### src/rtl/acq_pkg.sv
package acq_pkg;
  typedef enum logic {
    ST_ACQ  = 1'b0,
    ST_READ = 1'b1
  } seq_state_t;

  function automatic int unsigned cnt_width(input int unsigned depth);
    return $clog2(depth + 1);
  endfunction
endpackage

### src/rtl/acq_trig_front.sv
module acq_trig_front #(
  parameter int unsigned NCH = 36
) (
  input  logic           clk,
  input  logic           rst,
  input  logic [NCH-1:0] chan_trig,
  input  logic           force_trig,
  output logic           trig_edge
);
  logic [NCH-1:0] ch_s1, ch_s2;
  logic           frc_s1, frc_s2;
  logic           any_trig, any_prev;

  // two-flop synchroniser per channel
  for (genvar i = 0; i < NCH; i++) begin : g_sync
    always_ff @(posedge clk) begin
      if (rst) begin
        ch_s1[i] <= 1'b0;
        ch_s2[i] <= 1'b0;
      end else begin
        ch_s1[i] <= chan_trig[i];
        ch_s2[i] <= ch_s1[i];
      end
    end
  end

  always_ff @(posedge clk) begin
    if (rst) begin
      frc_s1   <= 1'b0;
      frc_s2   <= 1'b0;
      any_prev <= 1'b0;
    end else begin
      frc_s1   <= force_trig;
      frc_s2   <= frc_s1;
      any_prev <= any_trig;
    end
  end

  assign any_trig  = (|ch_s2) | frc_s2;
  assign trig_edge = any_trig & ~any_prev;

  AST_EDGE_NEEDS_LOW: assert property (@(posedge clk) disable iff (rst)
    trig_edge |=> !trig_edge);
endmodule

### src/rtl/acq_bx_counter.sv
module acq_bx_counter #(
  parameter int unsigned BX_W = 24
) (
  input  logic            clk,
  input  logic            rst,
  input  logic            clr,
  input  logic            tick,
  output logic [BX_W-1:0] count
);
  always_ff @(posedge clk) begin
    if (rst || clr) count <= '0;
    else if (tick)  count <= count + 1'b1;
  end

  AST_BX_STEP: assert property (@(posedge clk) disable iff (rst)
    (tick && !clr) |=> count == BX_W'($past(count) + 1'b1));
  AST_BX_CLEAR: assert property (@(posedge clk) disable iff (rst)
    clr |=> count == '0);
  AST_BX_HOLD: assert property (@(posedge clk) disable iff (rst)
    (!tick && !clr) |=> $stable(count));
endmodule

### src/rtl/acq_ts_store.sv
module acq_ts_store #(
  parameter int unsigned DEPTH  = 5,
  parameter int unsigned BX_W   = 24,
  parameter int unsigned ADDR_W = $clog2(DEPTH)
) (
  input  logic              clk,
  input  logic              we,
  input  logic [ADDR_W-1:0] waddr,
  input  logic [BX_W-1:0]   wdata,
  input  logic              re,
  input  logic [ADDR_W-1:0] raddr,
  output logic [BX_W-1:0]   rdata
);
  logic [BX_W-1:0] mem [DEPTH];

  // simple dual-port, registered read: maps onto block or distributed RAM
  always_ff @(posedge clk) begin
    if (we) mem[waddr] <= wdata;
  end

  always_ff @(posedge clk) begin
    if (re) rdata <= mem[raddr];
  end
endmodule

### src/rtl/acq_seq_ctrl.sv
module acq_seq_ctrl
  import acq_pkg::*;
#(
  parameter int unsigned DEPTH  = 5,
  parameter int unsigned CNT_W  = $clog2(DEPTH + 1),
  parameter int unsigned ADDR_W = $clog2(DEPTH)
) (
  input  logic              clk,
  input  logic              rst,
  input  logic              acq_start,
  input  logic              bx_tick,
  input  logic              trig_edge,
  input  logic              readout_req,
  output logic [DEPTH-1:0]  hold_o,
  output logic [CNT_W-1:0]  wr_ptr_o,
  output logic              full_o,
  output logic              mem_we,
  output logic [ADDR_W-1:0] mem_waddr,
  output logic              mem_re,
  output logic [ADDR_W-1:0] mem_raddr,
  output logic              rd_valid_o,
  output logic              rd_end_o
);
  localparam logic [CNT_W-1:0] LAST_CELL = CNT_W'(DEPTH - 1);

  seq_state_t       state_q;
  logic [CNT_W-1:0] wr_ptr_q, rd_ptr_q;
  logic             full_q, taken_q;
  logic             capture;
  logic             rd_more;
  logic [DEPTH-1:0] hold_d, hold_q;
  logic             valid_q, end_q;

  assign capture = (state_q == ST_ACQ) && !readout_req && trig_edge
                   && !taken_q && !full_q;
  assign rd_more = (state_q == ST_READ) && (rd_ptr_q < wr_ptr_q);

  for (genvar c = 0; c < DEPTH; c++) begin : g_hold
    assign hold_d[c] = capture && (wr_ptr_q == CNT_W'(c));
  end

  assign mem_we    = capture;
  assign mem_waddr = wr_ptr_q[ADDR_W-1:0];
  assign mem_re    = rd_more;
  assign mem_raddr = rd_ptr_q[ADDR_W-1:0];

  always_ff @(posedge clk) begin
    if (rst || acq_start) begin
      state_q  <= ST_ACQ;
      wr_ptr_q <= '0;
      rd_ptr_q <= '0;
      full_q   <= 1'b0;
      taken_q  <= 1'b0;
      hold_q   <= '0;
      valid_q  <= 1'b0;
      end_q    <= 1'b0;
    end else begin
      hold_q  <= hold_d;
      valid_q <= 1'b0;
      end_q   <= 1'b0;
      if (bx_tick)      taken_q <= 1'b0;
      else if (capture) taken_q <= 1'b1;
      unique case (state_q)
        ST_ACQ: begin
          if (readout_req) begin
            state_q  <= ST_READ;
            rd_ptr_q <= '0;
          end else if (capture) begin
            wr_ptr_q <= wr_ptr_q + 1'b1;
            full_q   <= (wr_ptr_q == LAST_CELL);
          end
        end
        ST_READ: begin
          if (rd_more) begin
            valid_q  <= 1'b1;
            rd_ptr_q <= rd_ptr_q + 1'b1;
          end else begin
            end_q    <= 1'b1;
            state_q  <= ST_ACQ;
            wr_ptr_q <= '0;
            full_q   <= 1'b0;
          end
        end
        default: state_q <= ST_ACQ;
      endcase
    end
  end

  assign hold_o     = hold_q;
  assign wr_ptr_o   = wr_ptr_q;
  assign full_o     = full_q;
  assign rd_valid_o = valid_q;
  assign rd_end_o   = end_q;

  AST_HOLD_ONEHOT: assert property (@(posedge clk) disable iff (rst)
    $onehot0(hold_q));
  AST_PTR_STEP: assert property (@(posedge clk) disable iff (rst)
    (capture && !acq_start) |=> wr_ptr_q == CNT_W'($past(wr_ptr_q) + 1'b1));
  AST_ONE_PER_BX: assert property (@(posedge clk) disable iff (rst)
    (taken_q && !acq_start) |=> hold_q == '0);
  AST_FULL_BLOCKS: assert property (@(posedge clk) disable iff (rst)
    (full_q && !acq_start) |=> hold_q == '0);
  AST_PTR_BOUND: assert property (@(posedge clk) disable iff (rst)
    wr_ptr_q <= CNT_W'(DEPTH));
  AST_VALID_END_EXCL: assert property (@(posedge clk) disable iff (rst)
    !(valid_q && end_q));
  AST_END_FREES: assert property (@(posedge clk) disable iff (rst)
    end_q |-> (wr_ptr_q == '0 && !full_q));
  AST_READ_NO_HOLD: assert property (@(posedge clk) disable iff (rst)
    (state_q == ST_READ) |=> hold_q == '0);
  AST_START_ABORT: assert property (@(posedge clk) disable iff (rst)
    acq_start |=> (!valid_q && !end_q && wr_ptr_q == '0));
endmodule

### src/rtl/acq_trig_sequencer.sv
module acq_trig_sequencer #(
  parameter int unsigned NCH   = 36,
  parameter int unsigned DEPTH = 5,
  parameter int unsigned BX_W  = 24
) (
  input  logic                         clk,
  input  logic                         rst,
  input  logic                         acq_start,
  input  logic                         bx_tick,
  input  logic [NCH-1:0]               chan_trig,
  input  logic                         force_trig,
  input  logic                         readout_req,
  output logic [DEPTH-1:0]             hold_o,
  output logic [$clog2(DEPTH+1)-1:0]   wr_ptr_o,
  output logic                         mem_full_o,
  output logic [BX_W-1:0]              bx_count_o,
  output logic                         rd_valid_o,
  output logic [BX_W-1:0]              rd_bxid_o,
  output logic                         rd_end_o
);
  localparam int unsigned CNT_W  = acq_pkg::cnt_width(DEPTH);
  localparam int unsigned ADDR_W = $clog2(DEPTH);

  logic              trig_edge;
  logic              mem_we, mem_re;
  logic [ADDR_W-1:0] mem_waddr, mem_raddr;
  logic [BX_W-1:0]   bx_count;

  acq_trig_front #(.NCH(NCH)) u_front (
    .clk        (clk),
    .rst        (rst),
    .chan_trig  (chan_trig),
    .force_trig (force_trig),
    .trig_edge  (trig_edge)
  );

  acq_bx_counter #(.BX_W(BX_W)) u_bx (
    .clk   (clk),
    .rst   (rst),
    .clr   (acq_start),
    .tick  (bx_tick),
    .count (bx_count)
  );

  acq_seq_ctrl #(.DEPTH(DEPTH), .CNT_W(CNT_W), .ADDR_W(ADDR_W)) u_ctrl (
    .clk         (clk),
    .rst         (rst),
    .acq_start   (acq_start),
    .bx_tick     (bx_tick),
    .trig_edge   (trig_edge),
    .readout_req (readout_req),
    .hold_o      (hold_o),
    .wr_ptr_o    (wr_ptr_o),
    .full_o      (mem_full_o),
    .mem_we      (mem_we),
    .mem_waddr   (mem_waddr),
    .mem_re      (mem_re),
    .mem_raddr   (mem_raddr),
    .rd_valid_o  (rd_valid_o),
    .rd_end_o    (rd_end_o)
  );

  acq_ts_store #(.DEPTH(DEPTH), .BX_W(BX_W), .ADDR_W(ADDR_W)) u_store (
    .clk   (clk),
    .we    (mem_we),
    .waddr (mem_waddr),
    .wdata (bx_count),
    .re    (mem_re),
    .raddr (mem_raddr),
    .rdata (rd_bxid_o)
  );

  assign bx_count_o = bx_count;
endmodule

### config.mk
export PLATFORM = sky130hd
export DESIGN_NAME = acq_trig_sequencer
export DESIGN_NICKNAME = d
export VERILOG_FILES = /design/src/rtl/acq_pkg.sv /design/src/rtl/acq_trig_front.sv /design/src/rtl/acq_bx_counter.sv /design/src/rtl/acq_ts_store.sv /design/src/rtl/acq_seq_ctrl.sv /design/src/rtl/acq_trig_sequencer.sv
export SDC_FILE = /design/constraint.sdc
export NUM_CORES = 1
export LEC_CHECK = 0
export BUFFER_PORTS_ARGS = -buffer_cell sky130_fd_sc_hd__buf_2
export CORE_MARGIN = 4
export CORE_UTILIZATION = 50
export DETAILED_ROUTE_END_ITERATION = 10
export PLACE_DENSITY = 0.7
export SLEW_MARGIN = 20
export SYNTH_ARGS = -nofsm -noshare
export SYNTH_HDL_FRONTEND = slang
export SYNTH_SLANG_ARGS = --single-unit
### constraint.sdc
create_clock -name clk -period 5.71 [get_ports clk]
set_input_delay 0.2855 -clock clk [delete_from_list [all_inputs] [get_ports clk]]
set_output_delay 0.2855 -clock clk [all_outputs]
set_load 0.1 [all_outputs]
; ---- Yosys cells after proc, flatten, opt, wreduce, memory -nomap -nowiden
; Memories as Yosys holds them, arrays and structs flattened. A register that Yosys moved wholly into a read port is not among the register bits.
; Index checks and enable logic that the tools add are counted.
[totals]
regBits = 115
in_bits = 42
n_memories = 1
ramBits = 120
output_inout_bits = 59
elab_cells = 139
[mem_list]
columns = name, depth, width, read_ports, rd_ports_with_merged_regs, write_ports, line_no
row1 = u_store.mem, 5, 24, 1, 1, 1, acq_ts_store.sv:14  ; logic [BX_W-1:0] mem [DEPTH];
[classes]
n_mux = 17
n_eq_ne = 9
reduce_logical = 20
n_bitwise = 4
order_cmp = 1
n_addsub = 3
[ops]
columns = cell, n
row1 = OR reduction 36 bit, 1
row2 = "adder 24 x 1 -> 24 bit, second input constant", 1
row3 = 2-to-1 mux 3 bit, 5
row4 = one-hot mux 3 bit (2 select lines), 2
row5 = logical AND 1 bit, 10
row6 = 2-to-1 mux 1 bit, 8
row7 = "inequality test 2 bit, second input constant", 4
row8 = "adder 3 x 1 -> 3 bit, second input constant", 2
row9 = "== test 3 x 2 -> 1 bit, second input constant", 2
row10 = one-hot mux 1 bit (2 select lines), 2
row11 = OR reduction 2 bit, 2
row12 = "== test 3 x 1 -> 1 bit, second input constant", 1
row13 = "== test 3 bit, second input constant", 1
row14 = zero test 1 bit, 3
row15 = zero test 3 bit, 1
row16 = less-than comparator 3 bit, 1
row17 = AND reduction 3 bit, 1
row18 = "inequality test 2 x 1 -> 1 bit, second input constant", 1
row19 = NOT 1 bit, 2
row20 = AND reduction 2 bit, 1
row21 = bitwise AND 1 bit, 1
row22 = logical OR 1 bit, 1
row23 = bitwise OR 1 bit, 1

; ---- Depth between registers and ports, before layout
[depth]
word_depth = 9
mapped_depth = 7
mapped_depth_nobuf = 7

; ---- Modules after synthesis
; Synthesis repeated with hierarchy kept, for this count alone.
[unflattened]
cells_unflattened = 661
area_unflattened_um2 = 9587.9
[by_module_without_submodules]
columns = mod, instances, seq_area_each_um2, cells_per_inst, area_per_inst_um2
row1 = acq_ts_store, 1, 4324.1, 288, 5620.4
row2 = acq_trig_front, 1, 1501.4, 171, 2099.5
row3 = acq_bx_counter, 1, 480.5, 125, 1112.3
row4 = acq_seq_ctrl, 1, 320.3, 77, 755.7

; ---- Least setup slack after synthesis
; No wires, ideal clock.
[synth_path]
path_type = register to register
start = register u_ctrl.full_q (netlist: u_ctrl.full_o)
end = memory u_store.mem[4][0], enable pin
t_arrival_ns = 4.001
setup_ns = 0.466
n_path_buf = 1
synth_period_minus_slack_ns = 4.467
stages_incl_launch_ff = 5
slack_ns = 1.243
required_ns = 5.244
cell_sequence = dfxtp_1 > or4_1 > clkbuf_2 > or2_1 > nor4_1
[synth_via]
elab_chain_cells = 4
[synth_rtl]
columns = element, line_no
row1 = "start, declared", acq_seq_ctrl.sv:28  ; logic full_q, taken_q;
row2 = "start signal, assigned", acq_seq_ctrl.sv:70  ; full_q <= (wr_ptr_q == LAST_CELL);
row3 = zero test 1 bit, acq_seq_ctrl.sv:35  ; && !taken_q && !full_q;
row4 = logical AND 1 bit, acq_seq_ctrl.sv:35
row5 = 2-to-1 mux 1 bit, acq_ts_store.sv:18  ; if (we) mem[waddr] <= wdata;
row6 = 2-to-1 mux 1 bit (implied by the code), acq_ts_store.sv:18
row7 = "end, declared", acq_ts_store.sv:14
; Every way passes these cells.

; ---- Final worst setup path
[layout_path]
start = register u_ctrl.wr_ptr_q[1] (netlist: u_ctrl.mem_waddr[1])
end = register u_ctrl.rd_ptr_q[0] (netlist: u_ctrl.mem_raddr[0])
[layout_via]
elab_chain_cells = 4
[layout_rtl]
columns = element, line_no
row1 = "start, declared", acq_seq_ctrl.sv:27  ; logic [CNT_W-1:0] wr_ptr_q, rd_ptr_q;
row2 = "start signal, assigned", acq_seq_ctrl.sv:69  ; wr_ptr_q <= wr_ptr_q + 1'b1;
row3 = less-than comparator 3 bit, acq_seq_ctrl.sv:36  ; assign rd_more = (state_q == ST_READ) && (rd_ptr_q < wr_ptr_q);
row4 = logical AND 1 bit, acq_seq_ctrl.sv:36
row5 = net mem_re, acq_trig_sequencer.sv:25  ; logic mem_we, mem_re;
row6 = inequality test 2 bit (no source line), n/a
row7 = AND reduction 2 bit (no source line), n/a
row8 = "end signal, assigned", acq_seq_ctrl.sv:76  ; rd_ptr_q <= rd_ptr_q + 1'b1;
row9 = "end, declared", acq_seq_ctrl.sv:27
; The timed path passes the listed nets, and every way through them passes these cells.
; A chain may end at the register's enable or synchronous reset.

==> flow_summary.ini <==
[timing]
skew_ns = 0.01405
fin_crit_ns = 2.786
setup_violations = 0
rsz0062_at_grt = no
setup-tns-final_ns = 0
fmax_mhz = 358.9
worst_pin_slew_ns = 0.9792
fin_crit_sh_pct = 48.80
relSlewSlack_pct = 34.72
slew_viol_final = 0
final_hold_viol_count = 0

[cts]
htreeDepth = 1
cts_sinks = 259
cts_root_buf = clkbuf_16
cts_resized = 0
insertion_delay_ns = 0.51
clk_pin_slew_worst_paths_ns = 0.06
postCtsSetupBuffers = 0
hold_buffers = 36
cts_tree = done
numCtsBuffers = 26
clockBufferDepth = 3

[worst_setup_path]
r2r_end = u_ctrl.mem_raddr[0]$_SDFFE_PP0P_
crit_path_max_incr_delay_ns = 0.74
path_buf_inv = 2
cp_top_family = simple AND/OR/NAND/NOR gates
cp_max_fo = 14
path_cells = inv_1 -> ha_1 -> a21oi_1 -> o21ai_0 -> nor2_2 -> buf_4 -> nor2_1 -> a311oi_1
rrSetupSlack_ns = 2.92
worst_setup_path_end_kind = flop
arrival_ns = 3.19
required_ns = 6.11
rr_worst_depth = 8
worstReg2RegStart = u_ctrl.mem_waddr[1]$_SDFFE_PP0P_
start_kind = flop
crit_type = flop to flop
crit_slowest_cell = nor2_2

[yosys]
synth_fp_nets = 626
yosys_warnings = 0
ys_ff_latch = 259
synth.avg_cell_area_sq_um = 15.70
syn-cell-area_sq_um = 9029
ys_types = 36
synthesis.instances = 575
ys_seq_area_share_pct = 73.39

[power_and_ir_drop]
power_leakage_uw = 0.003854
vdd_ir_drop_max_v = 0.0003075
p_per_area_nw_per_um2 = 339.8

[layout]
n_antenna_cell = 0
drive_gt1_share_pct = 27.53
final_common_cell = edfxtp_1
area_growth_pct = 21.54
fill_cells = 1255
layout_common_cells = 144 x edfxtp_1, 114 x dfxtp_1, 100 x buf_2
final_cells = 966
final_nets = 772

[floorplanning]
initial_core_util_pct = 51.66
die_w_microns = 142.4
core_sq_um = 17480
ios = 101
die_area_sq_um = 20270
die_h_microns = 142.4
num_rows = 48

[detailed_routing]
final_antenna_net_count = 0
wire_per_inst_microns = 17.07
vias = 4904
via_per_inst = 5.077
wl_met1_microns = 6794
dr_wl_met3_microns = 1134
drt-total-wl_microns = 16490
dr_wl_met2_microns = 8313
drc_errors = 0
drt_iter0_markers = 234
top_layer_used = met4
dr.pass1.iters = 5

[min_path]
hold_class = input pin to flop
holdPathStages = 2
holdPathEnd = u_front.ch_s1[25]$_SDFF_PP0_
hold_start = chan_trig[25]

[place]
dpl.hpwl_microns = 9845
dp_cells = 882
place_congestion = 0.7731
portBuffers = 100

[global_route]
grt_pass1_vias = 4913
grt_usage_pct = 16.36
grt_first_pass_wirelength_microns = 26230
antenna_found_initial = 0
grt_max_degree = 78
grt_overflow = 0

[run_status]
run_status = completed

[flow_run]
maxCapViolCount = 0
worst reg2reg max path, delay by kind of cell (launching register included):
family | cells | cell delay, ns
buffers and inverters | 2 | 0.55
DFF | 1 | 0.46
and+or+nand+nor | 2 | 0.81
adders and majority gates | 1 | 0.23
AOI/OAI and AO/OA | 3 | 0.63
cell type report:
cell class | count | area (sq um) | area share [%]
multi-input combinational | 281 | 2275 | 20.73
inverter | 9 | 33.78 | 0.3079
clock buffer | 38 | 780.7 | 7.115
clock inverter | 10 | 53.80 | 0.4903
tap | 225 | 281.5 | 2.566
sequential | 259 | 6628 | 60.40
timing repair buffer | 144 | 920.9 | 8.392
synth_stat cells:
| library cell | number | area share [%] |
|---|---|---|
| mux2i_1 | 1 | 0.11 |
| nor2b_1 | 75 | 5.2 |
| dfxtp_1 | 115 | 25 |
| edfxtp_1 | 144 | 48 |
| nor4_1 | 18 | 1.2 |
| clkbuf_1 | 19 | 0.79 |
| xor2_1 | 9 | 0.87 |
| nand4_1 | 7 | 0.49 |
| and3_2 | 1 | 0.083 |
| or2_2 | 1 | 0.069 |
| nor3_1 | 9 | 0.50 |
| o21ai_0 | 4 | 0.22 |
| clkbuf_2 | 2 | 0.11 |
| nor2_1 | 30 | 1.2 |
| and4_1 | 2 | 0.19 |
| xnor2_1 | 12 | 1.2 |
| a311oi_1 | 2 | 0.19 |
| a211oi_1 | 1 | 0.083 |
| ha_1 | 9 | 1.2 |
| buf_1 | 2 | 0.083 |
| nand3_1 | 8 | 0.44 |
| or3_2 | 1 | 0.083 |
| or4b_1 | 1 | 0.11 |
| or3_1 | 3 | 0.21 |
| and3_1 | 9 | 0.62 |
| or2_1 | 2 | 0.14 |
| o211ai_1 | 3 | 0.25 |
| a21bo_2 | 1 | 0.11 |
| or4_1 | 2 | 0.17 |
| mux4_2 | 24 | 6.0 |
| a21oi_1 | 7 | 0.39 |
| buf_2 | 3 | 0.17 |
| mux2_2 | 24 | 3.0 |
| nand2_1 | 14 | 0.58 |
| o31ai_1 | 1 | 0.083 |
| inv_1 | 9 | 0.37 |
worst max path at each step:
| stage | start | to | slack, ns | depth (start not counted) |
|---|---|---|---|---|
| 2_1_floorplan | u_ctrl.full_o$_SDFFE_PP0P_ | u_store.mem[4][0]$_DFFE_PP_ | 1.24 | 4 |
| 3_3_place_gp | readout_req | u_store.mem[2][14]$_DFFE_PP_ | 2.63 | 5 |
| 3_5_place_dp | u_ctrl.mem_waddr[1]$_SDFFE_PP0P_ | u_ctrl.mem_raddr[0]$_SDFFE_PP0P_ | 2.88 | 8 |
| 4_1_cts | u_ctrl.mem_waddr[1]$_SDFFE_PP0P_ | u_ctrl.mem_raddr[0]$_SDFFE_PP0P_ | 2.86 | 8 |
| 5_1_grt | u_ctrl.mem_waddr[1]$_SDFFE_PP0P_ | u_ctrl.mem_raddr[0]$_SDFFE_PP0P_ | 2.69 | 8 |
| 6_report | u_ctrl.mem_waddr[1]$_SDFFE_PP0P_ | u_ctrl.mem_raddr[0]$_SDFFE_PP0P_ | 2.92 | 8 |
registers in the layout (all words and copies together), names as in the netlist, 3 cells and up:
register          count
u_front.ch_s1        36
u_front.ch_s2        36
u_ctrl.hold_o         5
u_ctrl.mem_raddr      3
u_ctrl.mem_waddr      3
u_store.rdata        24
u_bx.count           24
u_store.mem         120
power by group:
| part | internal (uW) | leakage [uW] | switching [uW] |
|---|---|---|---|
| Sequential | 1990 | 0.00214 | 10.3 |
| Clock | 950 | 0.000420 | 656 |
| Combinational | 61.1 | 0.00129 | 60.2 |
per-layer routing:
layer / global-route usage, % / vias to the layer above
li1: - / 2382
met5: 0 / -
met3: 3.763 / 24
met4: 4.002 / 0
met1: 20.99 / 2359
met2: 28.42 / 139
stage by stage:
step                      utilization, %  cell area, sq um  total power (uW)  hold WS [ns]  worst slack, ns
after detailed placement           55.95              9778              2145        0.4220            2.880
final                              62.79             10970              3729      0.008439            2.924
after global placement             55.94              9777              2140        0.4266            2.626
after floorplan                        -              9029              2112        0.4137            1.243
after global routing               62.79             10970              3862       0.03388            2.692
after CTS                          62.79             10970              3764      0.002082            2.860
logic make-up after synthesis:
kind of cell,count (synthesis),synth area share [%]
flip-flops,259,73.39
AND/OR/NAND/NOR,183,11.38
multiplexers,49,9.091
buffers and inverters,35,1.524
XOR/XNOR,21,2.037
AO/OA/AOI/OAI,19,1.330
adder cells (fa/ha/maj),9,1.247
No activity file was read; power rests on OpenSTA's default activity.
